### src/rtl/lbip_pkg.sv
package lbip_pkg;
  typedef enum logic [1:0] {
    BC_LINE = 2'd0,
    BC_SOH  = 2'd1,
    BC_B2   = 2'd2,
    BC_RSVD = 2'd3
  } byte_class_e;
endpackage

### src/rtl/lbip_err_latch.sv
module lbip_err_latch #(
  parameter int NUM_STS = 3
) (
  input  logic               clk_i,
  input  logic               rst_ni,
  input  logic               strobe_i,
  input  logic [NUM_STS-1:0] en_i,
  input  logic [NUM_STS-1:0] consume_i,
  output logic [NUM_STS-1:0] eff_o,
  output logic [NUM_STS-1:0] pend_o
);
  for (genvar g = 0; g < NUM_STS; g++) begin : g_ch
    logic pend_q;
    // a strobe on the slot cycle itself is applied at once
    assign eff_o[g]  = pend_q | (strobe_i & en_i[g]);
    assign pend_o[g] = pend_q;
    always_ff @(posedge clk_i or negedge rst_ni) begin
      if (!rst_ni)           pend_q <= 1'b0;
      else if (consume_i[g]) pend_q <= 1'b0;
      else                   pend_q <= eff_o[g];
    end
  end
endmodule

### src/rtl/lbip_parity_bank.sv
module lbip_parity_bank #(
  parameter int NUM_STS = 3,
  parameter int BYTE_W  = 8
) (
  input  logic                            clk_i,
  input  logic                            rst_ni,
  input  logic                            frame_start_i,
  input  logic [NUM_STS-1:0]              upd_i,
  input  logic [BYTE_W-1:0]               byte_i,
  output logic [NUM_STS-1:0][BYTE_W-1:0]  prev_o
);
  for (genvar g = 0; g < NUM_STS; g++) begin : g_acc
    logic [BYTE_W-1:0] acc_q, prev_q, base;
    assign base      = frame_start_i ? '0 : acc_q;
    assign prev_o[g] = prev_q;
    always_ff @(posedge clk_i or negedge rst_ni) begin
      if (!rst_ni) begin
        acc_q  <= '0;
        prev_q <= '0;
      end else begin
        acc_q <= base ^ (upd_i[g] ? byte_i : '0);
        if (frame_start_i) prev_q <= acc_q;
      end
    end
  end
endmodule

### src/rtl/line_bip_inserter.sv
module line_bip_inserter
  import lbip_pkg::*;
#(
  parameter  int NUM_STS = 3,
  parameter  int BYTE_W  = 8,
  localparam int SEL_W   = (NUM_STS > 1) ? $clog2(NUM_STS) : 1
) (
  input  logic               clk_i,
  input  logic               rst_ni,
  input  logic               valid_i,
  input  logic [BYTE_W-1:0]  data_i,
  input  logic [1:0]         class_i,
  input  logic [SEL_W-1:0]   sts_sel_i,
  input  logic               frame_start_i,
  input  logic               ais_en_i,
  input  logic [NUM_STS-1:0] err_en_i,
  input  logic               err_strobe_i,
  output logic               valid_o,
  output logic [BYTE_W-1:0]  data_o
);
  byte_class_e                     cls;
  logic                            is_soh, is_b2, fs;
  logic [NUM_STS-1:0]              hit, consume, upd, eff, pend;
  logic [NUM_STS-1:0][BYTE_W-1:0]  prev;
  logic [BYTE_W-1:0]               b2_byte, out_byte;

  assign cls    = byte_class_e'(class_i);
  assign is_soh = (cls == BC_SOH);
  assign is_b2  = (cls == BC_B2);
  assign fs     = valid_i & frame_start_i;

  always_comb begin
    for (int k = 0; k < NUM_STS; k++)
      hit[k] = valid_i && (sts_sel_i == SEL_W'(k));
  end

  assign consume = hit & {NUM_STS{is_b2}};
  assign upd     = hit & {NUM_STS{~is_soh}};

  always_comb begin
    b2_byte = '0;
    for (int k = 0; k < NUM_STS; k++)
      if (hit[k]) b2_byte = prev[k] ^ {BYTE_W{eff[k]}};
  end

  always_comb begin
    if (is_soh)        out_byte = data_i;
    else if (ais_en_i) out_byte = '1;
    else if (is_b2)    out_byte = b2_byte;
    else               out_byte = data_i;
  end

  lbip_err_latch #(.NUM_STS(NUM_STS)) u_err (
    .clk_i     (clk_i),
    .rst_ni    (rst_ni),
    .strobe_i  (err_strobe_i),
    .en_i      (err_en_i),
    .consume_i (consume),
    .eff_o     (eff),
    .pend_o    (pend)
  );

  lbip_parity_bank #(.NUM_STS(NUM_STS), .BYTE_W(BYTE_W)) u_par (
    .clk_i         (clk_i),
    .rst_ni        (rst_ni),
    .frame_start_i (fs),
    .upd_i         (upd),
    .byte_i        (out_byte),
    .prev_o        (prev)
  );

  always_ff @(posedge clk_i or negedge rst_ni) begin
    if (!rst_ni) begin
      valid_o <= 1'b0;
      data_o  <= '0;
    end else begin
      valid_o <= valid_i;
      if (valid_i) data_o <= out_byte;
    end
  end
endmodule

### config.mk
export PLATFORM = sky130hd
export DESIGN_NAME = line_bip_inserter
export DESIGN_NICKNAME = d
export VERILOG_FILES = /design/src/rtl/lbip_pkg.sv /design/src/rtl/lbip_err_latch.sv /design/src/rtl/lbip_parity_bank.sv /design/src/rtl/line_bip_inserter.sv
export SDC_FILE = /design/constraint.sdc
export NUM_CORES = 1
export LEC_CHECK = 0
export BUFFER_PORTS_ARGS = -buffer_cell sky130_fd_sc_hd__buf_2
export CORE_MARGIN = 4
export CORE_UTILIZATION = 35
export CTS_CLUSTER_DIAMETER = 80
export CTS_CLUSTER_SIZE = 12
export DETAILED_ROUTE_END_ITERATION = 6
export PLACE_DENSITY_LB_ADDON = 0.3
export SLEW_MARGIN = 10
export SYNTH_ARGS = -nofsm -noshare
export SYNTH_HDL_FRONTEND = slang
export SYNTH_HIERARCHICAL = 1
export SYNTH_SLANG_ARGS = --single-unit
### constraint.sdc
create_clock -name clk_i -period 5.33 [get_ports clk_i]
set_clock_uncertainty 0.15 [all_clocks]
set_input_delay 0.7995 -clock clk_i [delete_from_list [all_inputs] [get_ports clk_i]]
set_output_delay 0.7995 -clock clk_i [all_outputs]
set_load 0.1 [all_outputs]
# [Word-level counts from Yosys, hierarchy flattened]
# Cells that the tools add are included.
[word_totals] regBits=60 in_bits=21 output_inout_bits=9 wordCells=50
[op_classes] n_eq_ne=4 muxes=15 bitwise_logic=16 n_reduce_logical=4
[op_table] op="8-bit two-way mux" n=12
[op_table] op="8-bit XOR" n=6
[op_table] op="3-bit AND" n=2
[op_table] op="1-bit AND" n=4
[op_table] op="2-bit by 1-bit == test with 1-bit output (second input constant)" n=2
[op_table] op="2-bit == test (second input constant)" n=2
[op_table] op="1-bit logical AND" n=3
[op_table] op="1-bit two-way mux" n=3
[op_table] op="1-bit bitwise OR" n=3
[op_table] op="2-bit logical NOT" n=1
[op_table] op="1-bit inverter" n=1

# [Longest topological paths before layout]
# Gate-level depths: netlist of the first run.
[depth] word_depth=11 mapped_depth=8 ltp_nobuf=7

# [Modules after synthesis]
# Netlist of the first run, hierarchy kept.
[modules_own_cells] module="lbip_parity_bank" instances=1 cells_each=152 area_per_inst_um2=2052.0 seq_area_each_um2=1201.2
[modules_own_cells] module="line_bip_inserter" instances=1 cells_each=109 area_per_inst_um2=934.6 seq_area_each_um2=225.2
[modules_own_cells] module="lbip_err_latch" instances=1 cells_each=12 area_per_inst_um2=163.9 seq_area_each_um2=75.1

# [Worst setup path after synthesis of the first run]
# No wires, ideal clock.
[synth_path] path_type="in2reg" from="input port err_en_i[1]" to="register data_o[2]" setup_time_ns=0.125 arrival_time_ns=2.141 required_ns=5.055 setup_slack_ns=2.913 stages=7 path_buffers=1 path_cell_list="a21o_2 buf_4 xnor2_2 a2bb2oi_2 a21oi_1 o32a_1 mux2_2"
[synth_via] elab_chain_len=8
[synth_lines] element="start: declaration" line_no="line_bip_inserter.sv:16" source="input logic [NUM_STS-1:0] err_en_i,"
[synth_lines] element="1-bit AND" line_no="lbip_err_latch.sv:15" source="assign eff_o[g] = pend_q | (strobe_i & en_i[g]);"
[synth_lines] element="1-bit bitwise OR" line_no="lbip_err_latch.sv:15"
[synth_lines] element="8-bit XOR" line_no="line_bip_inserter.sv:43" source="if (hit[k]) b2_byte = prev[k] ^ {BYTE_W{eff[k]}};"
[synth_lines] element="8-bit two-way mux (2 in series)" line_no="line_bip_inserter.sv:43"
[synth_lines] element="8-bit two-way mux" line_no="line_bip_inserter.sv:49" source="else if (is_b2) out_byte = b2_byte;"
[synth_lines] element="8-bit two-way mux" line_no="line_bip_inserter.sv:48" source="else if (ais_en_i) out_byte = '1;"
[synth_lines] element="8-bit two-way mux" line_no="line_bip_inserter.sv:47" source="if (is_soh) out_byte = data_i;"
[synth_lines] element="named net out_byte[2]" line_no="line_bip_inserter.sv:25" source="logic [BYTE_W-1:0] b2_byte, out_byte;"
[synth_lines] element="end signal: assignment" line_no="line_bip_inserter.sv:78" source="if (valid_i) data_o <= out_byte;"
[synth_lines] element="end: declaration" line_no="line_bip_inserter.sv:19" source="output logic [BYTE_W-1:0] data_o"
# The timed path passes the listed nets, and every way through them passes these cells.
# A chain may end at the register's enable or synchronous reset.

# [Final worst setup path of the first run]
[layout_path] from="input port valid_i" to="register u_par.g_acc[1].prev_q[7]"
[layout_via] elab_chain_len=1
[layout_lines] element="start: declaration" line_no="line_bip_inserter.sv:10" source="input logic valid_i,"
[layout_lines] element="1-bit AND" line_no="line_bip_inserter.sv:30" source="assign fs = valid_i & frame_start_i;"
[layout_lines] element="named net fs" line_no="line_bip_inserter.sv:22" source="logic is_soh, is_b2, fs;"
[layout_lines] element="end signal: assignment" line_no="lbip_parity_bank.sv:22" source="if (frame_start_i) prev_q <= acc_q;"
[layout_lines] element="end: declaration" line_no="lbip_parity_bank.sv:13" source="logic [BYTE_W-1:0] acc_q, prev_q, base;"
# The timed path passes the listed nets, and every way through them passes these cells.

==> reports/metrics.csv, run 1 <==
stage,metric,value,unit
routing,wirelength_met1,3390,microns
synthesis,syn_inst,270,
routing,wl_met2,2900,microns
power_and_ir_drop,vdd_drop_max,213,uV
min_path,hold_path_end,u_par/g_acc[0].prev_q[5],
min_path,min_from,u_par/g_acc[0].acc_q[5],
cts,cts_setup_buffers,0,
grt,grt_max_degree,61,
grt,grt.overflow.total,0,
layout,layout_common_cells,"60 x dfrtp_1, 45 x xnor2_1, 29 x buf_2",
synthesis,synth_area,3130,sq um
sta,slew-limit-headroom,21.6,%
place,place.gp.congestion,0.814,
routing,drc_errors,0,
sta,fin_crit,2.50,ns
outcome,outcome,finished clean,
critical_path,crit_required,5.39,ns
critical_path,r2r_end,u_par/g_acc[1].acc_q[6],
cts,clkSinkCount,60,
synthesis,ys_warn_count,6,
critical_path,setup.worst_path.end_class,flip-flop,
critical_path,crit_type,input port to flip-flop,
layout,fin_nets,315,
power_and_ir_drop,power_density,356,nW/um^2
sta,worst_pin_slew,1.18,ns
layout,area_growth,11.3,%
routing,drt_iter0_drc,52,
layout,drive_above_1_share,28.2,%
synthesis,synth.avg_cell_area,11.6,sq um
place,io_buffers,29,
critical_path,critPathMaxFanout,48,
critical_path,cp-start-kind,input port,
flow_run,maxCapViolCount,0,
critical_path,r2r_slack,3.14,ns
layout,antenna_cells,0,
min_path,hold_depth,1,
place,dpl_cell_area,3310,sq um
critical_path,arrival,2.56,ns
layout,final_util,39.9,%
floorplanning,core-area,8720,sq um
place,post-place-cells,391,
routing,viasPerCell,4.86,
floorplanning,chipHeight,103,microns
layout,layout_commonest_cell,dfrtp_1,
routing,drt-total-wl,6670,microns
cts,cts_tree,built,
sta,hold_ws,0.347,ns
sta,finalSetupViolations,0,
sta,hold_violations,0,
sta,rsz0062_at_grt,no,
min_path,hp-class,flip-flop to flip-flop,
routing,via_count,1972,
floorplanning,dieWidth,103,microns
cts,holdBufCountCts,0,
cts,h-tree-depth,3,
routing,wl_per_cell,16.4,microns
power_and_ir_drop,power_leakage,1.53,nW
place,hpwl,4390,microns
floorplanning,start_util,35.9,%
routing,route.antenna.remaining_nets,0,
sta,setup_tns,0,ns
floorplanning,ios,30,
cts,clkTransAtPathRegs,0.06,ns
floorplanning,die_area,10500,sq um
layout,fin_area,3480,sq um
layout,final_cells,406,
cts,ctsResizeCount,0,
sta,slew_viol_final,0,
routing,wl_met3,285,microns
floorplanning,num_rows,34,
cts,numCtsBuffers,9,
grt,grt_pass1_wl,11100,microns
routing,dr.pass1.iters,4,
critical_path,r2r_start,u_err/g_ch[1].pend_q,
sta,fin_crit_sh,46.8,%
synthesis,syn-num-nets,291,
sta,fmax,401,MHz
grt,antenna_found_initial,0,
cts,clockBufferDepth,2,
cts,cts-root-buf,clkbuf_8,
grt,grt_pass1_vias,2168,
cts,clk_latency,0.33,ns
critical_path,rr_worst_depth,7,
grt,grt_usage,13.8,%
routing,dr.max_layer_used,met4,
## per-stage QoR
step / power [mW] / worst slack (ns)
floorplan: 0.826 / 2.91
global placement: 0.887 / 2.50
detailed placement: 0.892 / 2.49
CTS: 1.26 / 2.85
global route: 1.31 / 2.71
finish: 1.24 / 2.83
## how the worst max path moves through the flow
stage                               end         from  cells after the start
2_1_floorplan                 data_o[2]  err_en_i[1]                      7
3_3_place_gp   u_par/g_acc[1].prev_q[0]      valid_i                      3
3_5_place_dp   u_par/g_acc[1].prev_q[7]      valid_i                      3
4_1_cts        u_par/g_acc[0].prev_q[7]      valid_i                      3
5_1_grt        u_par/g_acc[1].prev_q[7]      valid_i                      3
6_report       u_par/g_acc[1].prev_q[7]      valid_i                      3
## final cells by class
type / instances / area (sq um)
Clock buffer: 13 / 159
Inverter: 1 / 3.75
Clock inverter: 2 / 10.0
Sequential cell: 60 / 1500
Tap cell: 108 / 135
Multi-Input combinational cell: 192 / 1520
Timing Repair Buffer: 30 / 153
Fill cell: 845 / 5240
## power by group
group          internal (mW)  switching (mW)
Combinational          0.140           0.166
Clock                  0.190           0.167
Sequential             0.530          0.0471
Total                  0.860           0.380
## registers in the layout, indices dropped and copies added, names as in the netlist
| register | cells |
|---|---|
| u_err/g_ch.pend_q | 3 |
| u_par/g_acc.prev_q | 24 |
| u_par/g_acc.acc_q | 24 |
| data_o | 8 |
| valid_o | 1 |
## routing by layer
metal  vias to the layer above  GRT usage [%]
li1                        949              -
met3                         8           4.06
met4                         0           4.44
met1                       974           20.1
met2                        41           19.8
met5                         -              0
## worst max-delay path, cell delays in order
cell	delay, ns
buf_2	0.30
and2_2	1.02
mux2_2	0.42
(Power assumes the default switching activity.)
==> run 2, diff against run 1 <==
ABC_AREA = 1   (was unset)
clock period = 2.1 ns   (was 5.33 ns; I/O delays follow)
==> run 2 against run 1 <==
Sequential share of layout area decreased by 6.1 points. Worst hold slack got worse by 0.24 ns. Final area is 16% higher. Clock power increased by 150%. First-iteration DRC count rose to 3.6 times the previous value. Power rose by 140%. Via count rose by 68%. Count of clock-buffer cells in the layout is 2 lower. Largest cell class unchanged.
==> reports/metrics.csv, run 2 <==
stage,metric,value,unit,change
grt,grt_usage,16.7,%,+2.9 points
sta,fmax,529,MHz,
routing,viasPerCell,4.62,,-4.9%
sta,finalSetupViolations,0,,unchanged
power_and_ir_drop,vdd_drop_max,318,uV,+49%
cts,clockBufferDepth,2,,unchanged
layout,antenna_cells,0,,unchanged
synthesis,syn_inst,535,,+98%
synthesis,synth.avg_cell_area,6.62,sq um,-43%
floorplanning,num_rows,36,,+5.9%
critical_path,r2r_start,u_err/g_ch[1].pend_q,,
routing,drc_errors,0,,unchanged
cts,clk_latency,0.34,ns,about the same
min_path,min_from,err_en_i[2],,
flow_run,maxCapViolCount,0,,unchanged
sta,fin_crit,1.89,ns,
cts,cts_tree,built,,
floorplanning,ios,30,,unchanged
sta,hold_violations,0,,unchanged
cts,numCtsBuffers,9,,unchanged
grt,grt.overflow.total,0,,unchanged
min_path,hp-class,input port to flip-flop,,
place,hpwl,6500,microns,+48%
layout,final_cells,716,,+76%
sta,slew_viol_final,0,,unchanged
critical_path,r2r_end,u_par/g_acc[0].acc_q[2],,
place,preCtsSetupSlack,-0.00358,ns,-2.49 ns
cts,cts_setup_buffers,0,,unchanged
layout,top_regs,"u_par/g_acc.acc_q (24), u_par/g_acc.prev_q (24), data_o (8)",,
routing,via_count,3306,,+68%
critical_path,rr_worst_depth,13,,+6
sta,rsz0062_at_grt,no,,
synthesis,syn-num-nets,556,,+91%
critical_path,cp-start-kind,flip-flop,,
critical_path,r2r_slack,0.21,ns,-2.93 ns
critical_path,setup.worst_path.end_class,flip-flop,,
floorplanning,dieWidth,109,microns,+5.9%
cts,clkTransAtPathRegs,0.07,ns,about the same
critical_path,critPathMaxFanout,7,,-85%
floorplanning,core-area,9820,sq um,+13%
floorplanning,chipHeight,109,microns,+5.9%
layout,layout_common_cells,"309 x nand2_1, 66 x inv_1, 60 x dfrtp_1",,
critical_path,crit_required,2.18,ns,-3.21 ns
min_path,hold_depth,3,,+2
routing,dr.pass1.iters,4,,unchanged
layout,fin_nets,601,,+91%
floorplanning,start_util,36.0,%,+0.18 points
layout,drive_above_1_share,14.1,%,-14 points
routing,wl_per_cell,12.8,microns,-22%
place,io_buffers,29,,unchanged
outcome,outcome,finished clean,,
cts,cts-root-buf,clkbuf_8,,
grt,grt_pass1_vias,3131,,+44%
cts,clkSinkCount,60,,unchanged
layout,layout_commonest_cell,nand2_1,,
sta,setup_slack,0.210,ns,-2.62 ns
synthesis,ys_warn_count,6,,unchanged
power_and_ir_drop,power_density,743,nW/um^2,+110%
synthesis,synth_area,3540,sq um,+13%
grt,grt_pass1_wl,15400,microns,+39%
grt,grt_max_degree,73,,+20%
routing,drt-total-wl,9160,microns,+37%
power_and_ir_drop,power_leakage,2.41,nW,+57%
place,place.gp.congestion,0.859,,+5.5%
critical_path,crit_type,flip-flop to flip-flop,,
critical_path,arrival,1.97,ns,-0.59 ns
floorplanning,die_area,11800,sq um,+12%
routing,route.antenna.remaining_nets,0,,unchanged
sta,slew-limit-headroom,67.7,%,+46 points
grt,antenna_found_initial,0,,unchanged
sta,fin_crit_sh,90.0,%,
layout,area_growth,14.6,%,
routing,drt_iter0_drc,186,,+260%
sta,hold_ws,0.112,ns,-0.235 ns
place,post-place-cells,701,,+79%
cts,h-tree-depth,3,,unchanged
min_path,hold_path_end,u_err/g_ch[2].pend_q,,
sta,worst_pin_slew,0.488,ns,-0.688 ns
[run 2: cell count changes in the layout (fill, tap and decap cells not counted), moves of 20 or more]
cell,before,now
buf_4,1,23
inv_1,1,66
mux2_4,20,0
nand2_1,28,309
nand3_1,1,40
nor2b_1,25,0
xnor2_1,45,0
[run 2: layout make-up]
class / instances / area (sq um)
fillers: 1054 / 5760
well taps: 133 / 166
clock inverters: 3 / 15.0
inverters: 71 / 274
multi-input cells: 384 / 1610
flip-flops and latches: 60 / 1500
repair buffers: 54 / 348
clock buffers: 11 / 141
[run 2: worst max path at each step]
stage / start / end / slack [ns] / depth (start not counted)
2_1_floorplan: u_err/g_ch[0].pend_q / u_par/g_acc[0].acc_q[6] / 0.42 / 13
3_3_place_gp: err_strobe_i / u_par/g_acc[0].acc_q[7] / 0.02 / 14
3_5_place_dp: err_strobe_i / u_par/g_acc[2].acc_q[7] / -0.004 / 14
4_1_cts: u_err/g_ch[1].pend_q / u_par/g_acc[2].acc_q[7] / 0.03 / 13
5_1_grt: u_err/g_ch[2].pend_q / u_par/g_acc[1].acc_q[0] / 0.02 / 12
6_report: u_err/g_ch[1].pend_q / u_par/g_acc[0].acc_q[2] / 0.21 / 13
[run 2: layer usage]
layer	wire [microns]	up-vias	part of all wire, %	global-route usage (%)
met2	4270	79	47	26.8
met3	449	14	4.9	2.75
met1	4270	1524	47	22.9
met4	166	0	1.8	5.59
met5	0	-	0	0
li1	-	1689	-	-
[run 2: worst max-delay path: stages (launching register included)]
cell and delay, ns:
dfrtp_1 0.36, inv_1 0.08, nand2_1 0.08, inv_2 0.13
buf_4 0.13, nand2_1 0.04, nand2_1 0.07, nand2_1 0.06
nand3_1 0.09, nand2_1 0.08, a21boi_2 0.21, nand2_1 0.13
nand3_1 0.10, nand2_1 0.05
[run 2: power breakdown]
part	internal [mW]	switching (mW)	total (mW)	leakage, nW
Sequential	1.30	0.114	1.41	0.772
Combinational	0.223	0.486	0.709	1.55
Clock	0.442	0.449	0.890	0.0848
Total	1.96	1.05	3.01	2.41
[run 2: per-stage QoR]
step | TNS, ns | util, % | instance area (sq um) | total power, mW
floorplan | 0 | - | 3540 | 1.93
global placement | 0 | 39.5 | 3880 | 2.12
detailed placement | -0.00358 | 39.5 | 3880 | 2.14
CTS | 0 | 41.2 | 4050 | 3.04
global route | 0 | 41.3 | 4060 | 3.21
finish | 0 | 41.3 | 4060 | 3.01
[run 2: repair_timing]
action,in CTS,in global routing
resized for setup,0,5
endpoints found under the hold margin,13,0
endpoints found under the setup margin,0,7
hold buffers,1,0
